File: config.mk
export PLATFORM = sky130hd
export DESIGN_NAME = inv_reg_xcvr
export DESIGN_NICKNAME = d
export VERILOG_FILES = /design/src/rtl/xcvr_pkg.sv /design/src/rtl/xcvr_ctrl.sv /design/src/rtl/xcvr_store.sv /design/src/rtl/xcvr_bank.sv /design/src/rtl/inv_reg_xcvr.sv
export SDC_FILE = /design/constraint.sdc
export NUM_CORES = 1
export LEC_CHECK = 0
export ABC_AREA = 0
export BUFFER_PORTS_ARGS = -buffer_cell sky130_fd_sc_hd__buf_2
export CORE_UTILIZATION = 47
export DETAILED_ROUTE_END_ITERATION = 10
export GPL_ROUTABILITY_DRIVEN = 0
export MAX_ROUTING_LAYER = met4
export PLACE_DENSITY = 0.91
export SYNTH_ARGS = -nofsm -noshare
export SYNTH_HDL_FRONTEND = slang
export SYNTH_SLANG_ARGS = --single-unit
export TNS_END_PERCENT = 50
File: constraint.sdc
create_clock -name clk -period 1.7 [get_ports clk]
set_input_delay 0.085 -clock clk [delete_from_list [all_inputs] [get_ports clk]]
set_output_delay 0.085 -clock clk [all_outputs]
set_load 0.01 [all_outputs]
File: src/rtl/xcvr_pkg.sv
// Package: xcvr_pkg
// Shared types for the inverting registered transceiver.
// Assumes nothing beyond IEEE 1800-2017 packages.
package xcvr_pkg;

    // Operating state of one direction's latch bank.
    typedef enum logic [1:0] {
        BANK_OFF  = 2'd0,   // deselected: no load, no drive
        BANK_HOLD = 2'd1,   // selected, latch closed: stored word kept
        BANK_PASS = 2'd2    // selected, latch open: follows source live
    } bank_mode_e;

    // Number of transfer directions (A-to-B and B-to-A).
    localparam int unsigned NUM_DIRS = 2;

endpackage

File: src/rtl/xcvr_ctrl.sv
// Module: xcvr_ctrl
// Decodes the three active-low controls of one direction into a bank
// mode, a load strobe and a drive enable.
// Assumes: controls are synchronous to clk; chip enable dominates the
// latch enable for loading, and gates the output enable for driving.
module xcvr_ctrl
    import xcvr_pkg::*;
(
    input  logic       cs_n,
    input  logic       open_n,
    input  logic       drv_n,
    output bank_mode_e mode,
    output logic       load,
    output logic       drive
);

    // Mode decode: chip enable first, then latch enable.
    always_comb begin
        if (cs_n) begin
            mode = BANK_OFF;
        end else if (!open_n) begin
            mode = BANK_PASS;
        end else begin
            mode = BANK_HOLD;
        end
    end

    // Load only while transparent; drive needs both enables low.
    always_comb begin
        load  = (mode == BANK_PASS);
        drive = (mode != BANK_OFF) && !drv_n;
    end

endmodule

File: src/rtl/xcvr_store.sv
// Module: xcvr_store
// Storage register of one latch bank. It reloads from its source on
// every clock while load is high, and holds otherwise.
// Assumes: synchronous active-low reset, which clears the word to zero.
module xcvr_store #(
    parameter int unsigned WIDTH = 8
) (
    input  logic             clk,
    input  logic             rst_n,
    input  logic             load,
    input  logic [WIDTH-1:0] d,
    output logic [WIDTH-1:0] q
);

    // Capture or hold the stored word.
    always_ff @(posedge clk) begin
        if (!rst_n) begin
            q <= '0;
        end else if (load) begin
            q <= d;
        end
    end

endmodule

File: src/rtl/xcvr_bank.sv
// Module: xcvr_bank
// One direction of the transceiver: control decode, storage, a
// transparent bypass and an inverting output stage.
// Assumes: the output value is meaningful only while oe is high.
module xcvr_bank
    import xcvr_pkg::*;
#(
    parameter int unsigned WIDTH = 8
) (
    input  logic             clk,
    input  logic             rst_n,
    input  logic             cs_n,
    input  logic             open_n,
    input  logic             drv_n,
    input  logic [WIDTH-1:0] src,
    output logic [WIDTH-1:0] dst,
    output logic             oe
);

    bank_mode_e       mode;
    logic             load;
    logic             drive;
    logic [WIDTH-1:0] held;
    logic [WIDTH-1:0] latch_val;

    xcvr_ctrl u_ctrl (
        .cs_n   (cs_n),
        .open_n (open_n),
        .drv_n  (drv_n),
        .mode   (mode),
        .load   (load),
        .drive  (drive)
    );

    xcvr_store #(.WIDTH(WIDTH)) u_store (
        .clk   (clk),
        .rst_n (rst_n),
        .load  (load),
        .d     (src),
        .q     (held)
    );

    // Latch output: the live source while transparent, the stored word otherwise.
    always_comb begin
        latch_val = (mode == BANK_PASS) ? src : held;
    end

    // Inverting output stage with its drive enable.
    always_comb begin
        dst = ~latch_val;
        oe  = drive;
    end

endmodule

File: src/rtl/inv_reg_xcvr.sv
// Module: inv_reg_xcvr
// Top level of the octal inverting registered transceiver. It holds two
// independent banks, one per direction, and flags contention whenever
// both sides are driven at once.
// Assumes: the bus sides are split into in/out/enable vectors; no real
// three-state pins; synchronous active-low reset.
module inv_reg_xcvr
    import xcvr_pkg::*;
#(
    parameter int unsigned WIDTH = 8
) (
    input  logic             clk,
    input  logic             rst_n,
    input  logic             ab_cs_n,
    input  logic             ab_open_n,
    input  logic             ab_drv_n,
    input  logic             ba_cs_n,
    input  logic             ba_open_n,
    input  logic             ba_drv_n,
    input  logic [WIDTH-1:0] a_in,
    output logic [WIDTH-1:0] a_out,
    output logic             a_oe,
    input  logic [WIDTH-1:0] b_in,
    output logic [WIDTH-1:0] b_out,
    output logic             b_oe,
    output logic             contention
);

    // Index 0 is A-to-B, index 1 is B-to-A.
    logic [NUM_DIRS-1:0]             cs_n_v;
    logic [NUM_DIRS-1:0]             open_n_v;
    logic [NUM_DIRS-1:0]             drv_n_v;
    logic [NUM_DIRS-1:0]             oe_v;
    logic [NUM_DIRS-1:0][WIDTH-1:0]  src_v;
    logic [NUM_DIRS-1:0][WIDTH-1:0]  dst_v;

    // Gather the per-direction controls and sources into vectors.
    always_comb begin
        cs_n_v   = {ba_cs_n,   ab_cs_n};
        open_n_v = {ba_open_n, ab_open_n};
        drv_n_v  = {ba_drv_n,  ab_drv_n};
        src_v[0] = a_in;
        src_v[1] = b_in;
    end

    for (genvar g = 0; g < NUM_DIRS; g++) begin : g_dir
        xcvr_bank #(.WIDTH(WIDTH)) u_bank (
            .clk    (clk),
            .rst_n  (rst_n),
            .cs_n   (cs_n_v[g]),
            .open_n (open_n_v[g]),
            .drv_n  (drv_n_v[g]),
            .src    (src_v[g]),
            .dst    (dst_v[g]),
            .oe     (oe_v[g])
        );
    end

    // Route each bank to its destination side and flag a double drive.
    always_comb begin
        b_out      = dst_v[0];
        b_oe       = oe_v[0];
        a_out      = dst_v[1];
        a_oe       = oe_v[1];
        contention = &oe_v;
    end

endmodule

### Word-level counts from Yosys, hierarchy flattened

Cells that the tools add are included.

* multiplexer cells: 6
* reduce and logical (&&, ||, !) cells: 7
* eq/ne operators: 2
* bitwise operators: 2

Operator list (count)
* 8-bit 2-to-1 mux: 2
* 8-bit inverter: 2
* 2-bit 2-to-1 mux: 4
* 2-bit == test (second input constant): 2
* 2-bit nonzero test: 2
* 1-bit logical AND: 2
* 1-bit zero test: 2
* 2-bit AND reduction: 1

* word-level logic and storage cells: 19
* input port bits: 24
* flip-flop bits (word level): 16

### Logic depth before layout (Yosys ltp)

* depth in word-level cells: 5
* mapped depth: 3
* depth with buffers taken out: 2

### Hierarchy

A second synthesis with hierarchy kept.

* cell total of the unflattened synthesis: 79
* area total of the unflattened synthesis: 862.1 um^2

By module, submodules not included
* xcvr_store: times used 2, cells each 25, area an instance 301.5 um^2
* xcvr_bank: times used 2, cells each 10, area an instance 105.1 um^2
* xcvr_ctrl: times used 2, cells each 4, area an instance 21.3 um^2
* inv_reg_xcvr: times used 1, cells each 1, area an instance 6.3 um^2

### Worst setup path before layout

Ideal clock, no wire load.

* path kind: in2out
* start point: input ba_cs_n
* end point: output a_out[0]
* slack: 0.853 ns
* data arrival time: 0.762 ns
* path buffers: 1
* stages on the path: 3
* data required time: 1.615 ns
* cells stage by stage: nor2_4 > buf_12 > mux2i_1

* longest elaborated chain between the ends: 4

RTL lines
* start, declared: RTL line inv_reg_xcvr.sv:17 `input logic ba_cs_n,`
* 2-bit 2-to-1 mux: RTL line xcvr_ctrl.sv:19 `if (cs_n) begin`
* 2-bit == test: RTL line xcvr_bank.sv:45 `latch_val = (mode == BANK_PASS) ? src : held;`
* 8-bit 2-to-1 mux
* 8-bit inverter: RTL line xcvr_bank.sv:50 `dst = ~latch_val;`
* end, declared: RTL line inv_reg_xcvr.sv:21 `output logic [WIDTH-1:0] a_out,`

No other way between the ends.

### Worst setup path after layout

* start point: input ba_cs_n
* end point: output a_out[7]

The elaborated chain is that of the path after synthesis.

==> results summary <==
The worst setup path is captured at an output port. In the post-synthesis netlist, the biggest area contributors are dfxtp_1, mux2i_1, nand2_1. In the synthesized netlist the dominant register cell turns out to be dfxtp_1.

The post-route non-filler standard cell count is ~160. The count of boundary I/O pins is 43. The width of the die is 44.58 um.

The routed metal-1 wirelength is 709 um. The total of hold buffers inserted after clock tree synthesis came out at 0. The total number of vias came out at 750. The count of buffers added on input and output ports is 42. Based on the critical path, the design can be clocked at up to 0.8474 GHz.

The number of flip-flops under the largest register name is 16. Counting instances, the worst hold path has a depth of 3. The areal power density over the cells is 711.4 nW/um^2. The per-cell routed wire length is 10.82 um. The total negative setup slack came out at 0 ns. The time the final worst path needs with I/O delays and setup came out at 1.180 ns. After detailed routing, the number of vias per cell comes to between 4 and 5. For the worst setup path, the data required time is 1.62 ns. The clock input transition at the sequential cells of the worst setup and hold paths is 0.09 ns. The number of buffers on the longest clock path came out at 2. In this run the core area contains 15 standard-cell rows.

After the first detailed-routing iteration, the DRC count stood at 11. The proportion of netlist area held by the largest area contributor is 0.3759. The count of clock tree sinks is 16. Max-cap violations in this run came to 0. Measured against its own limit, the worst slew margin works out to 0.6246. From synthesis to final layout, the design area changed by 25.40%.

The total setup buffers inserted after CTS is 0. The detailed-routing iteration count for the pre-antenna-repair pass came out at 2. The number of pins with negative max-slew slack in the final report is 0. Clock latency on the worst-skew pair, taken at its later pin, is about 0.27 ns.

After detailed placement, the total cell area comes to 1046 sq um. The synthesized design spends more area on one cell type than any other, namely dfxtp_1. Sorting the synthesized cells by how often they occur yields mux2i_1, nand2_1, dfxtp_1.

The maximum fanout along the worst path came out at 16. In this run, CTS created clock tree buffers numbering 3. The total routing resource utilization after global routing is 0.1877. The post-layout instance area is 1069 sq um.

Of the total synthesized cell area, the portion taken by AND, OR, NAND and NOR gates is 0.1836. The per-instance average area after synthesis is 9.467 sq um. The amount of wire on met3 after detailed routing is 77 um.

Counting flops with a built-in enable in the synthesized netlist gives 0. The number of global-route vias before repair came out at 660. The netlist area before placement came out at about 850 sq um.

The post-CTS resize count came out at 0. The cell total after placement is 153. The total die area is 1987 sq um.

The hold violation total from the final report was 0. After detailed routing, the total wire length is about 1700 um. The TritonCTS clock tree is yes.

The multiplexer share of the synthesized area is 0.3759. The number of cells traversed by the worst register-to-register path is 2. The critical path starts at ba_cs_n. The net total in the final layout came out at around 160. The count of different cell masters after synthesis came out at 8. In this run the clock root is driven by a clkbuf_4. The highest metal layer carrying signal wires in the routed design is met4. The post-detailed-route count of antenna-violating nets came out at 0. The layout cell share with drive strength beyond 1 is 0.3664. The final-layout worst hold slack came out at between 0.06 and 0.07 ns. The compound-gate portion of the synthesized area is 0. For this run, asynchronously set or reset flops after synthesis account for 0. The worst reg2reg path startpoint is g_dir[1].u_bank.u_store.q[1]. The final clock skew came out at 0 ns. STA classifies the critical path startpoint as a primary input. The first global-routing pass estimated around 2600 um of wire. The number of inserted filler cells in the final layout came out at roughly 170. The maximum number of pins on one net before global-route repair is 33. The initial core utilization came out at 0.4989.

The static leakage came out at ~0.48 nW. The vertical die dimension is about 45 um. More flip-flops sit in one register than any other, and that register is g_dir.u_bank.u_store.q. The share of the Yosys chip area taken by registers is 0.3759. Setup repair after global routing left no endpoint under its margin. For this run, design rule violations remaining after detail routing come to 0.

The synthesized instance count came out at 90. The region available for standard cell placement spans 1708 sq um. The Yosys step of the flow raised 0 warnings. By area, the combinational part of the netlist is dominated by multiplexers. The number of setup violations in the final report came out at 0. The transition time at the pin with the least slew margin came out at 0.5618 ns. The class of the tightest hold or removal check is in2reg. The startpoint identified for the worst hold timing path is a_in[0].

The signal arrival time at the worst endpoint came out at ~1.1 ns. The post-synthesis xor/xnor area fraction is 0. The peak ir drop on the vdd network came out at 0.0005116 V. The adder-cell share of the synthesized area came out at 0. The synthesized design contains 16 register bits.

The setup path with the least slack is of type in2out. The met2 wirelength from detailed routing is 890 um. The placed wire-length estimate came out at around 1300 um. The number of diodes is 0. The largest registers in the layout are g_dir.u_bank.u_store.q (16). The total grt overflow is 0. The number of H-tree branching levels is 1.

The total nets after synthesis came out at 114. The initial antenna violation count was 0. The share of the clock period used by the worst path after layout is 0.6942. The flow ran to the end, and the final reports show no timing, DRC or antenna violations.
## metal layers
| metal | global-route usage | up-vias |
|---|---|---|
| li1 | - | 385 |
| met1 | 0.1796 | 341 |
| met2 | 0.3529 | 22 |
| met3 | 0.03673 | 2 |
| met4 | 0.09091 | 0 |
| met5 | - | - |
## area by class of cell
class                           count  area, sq um  area share
Multi-Input combinational cell     69        476.7      0.4461
Sequential cell                    16        320.3      0.2998
Timing Repair Buffer               43        217.7      0.2037
Tap cell                           25        31.28     0.02927
Clock buffer                        3        22.52     0.02108
## per-stage QoR
stage / util / power, mW / setup WS, ns
5_1_grt: 0.6256 / 0.8009 / 0.4711
6_report: 0.6256 / 0.7602 / 0.5199
4_1_cts: 0.6256 / 0.7711 / 0.5126
2_1_floorplan: - / 0.5178 / 0.8529
3_3_place_gp: 0.6125 / 0.5753 / 0.5503
3_5_place_dp: 0.6125 / 0.5843 / 0.5211
## cell usage in the layout, fill, tap and decap left out, drive strengths merged
cell type,synthesis,routed
dfxtp,16,16
nor4,1,1
nand2,32,32
clkbuf,0,3
buf,5,43
mux2i,32,32
nor2,4,4
## path summary, 6_finish.rpt
path,endpoint,slack [ns]
max reg2reg,g_dir[1].u_bank.u_store.q[1],1.04
min,g_dir[0].u_bank.u_store.q[0],0.06
max,a_out[7],0.52
min reg2reg,g_dir[0].u_bank.u_store.q[2],0.46
## critical path: stages
cell and delay, ns:
buf_2 0.12, nor2_4 0.46, mux2i_1 0.27, buf_2 0.15
## power by group
| group | switching (mW) | internal, mW | total (mW) | leakage (nW) |
|---|---|---|---|---|
| sequential | 0.0105 | 0.394 | 0.405 | 0.131 |
| clock | 0.104 | 0.0819 | 0.186 | 0.0138 |
| combinational | 0.0893 | 0.0805 | 0.170 | 0.330 |
## cells by family after synthesis
group | count (synthesis)
buf+inv | 5
simple gates | 37
flops | 16
mux | 32
No activity file was read; power rests on OpenSTA's default activity.
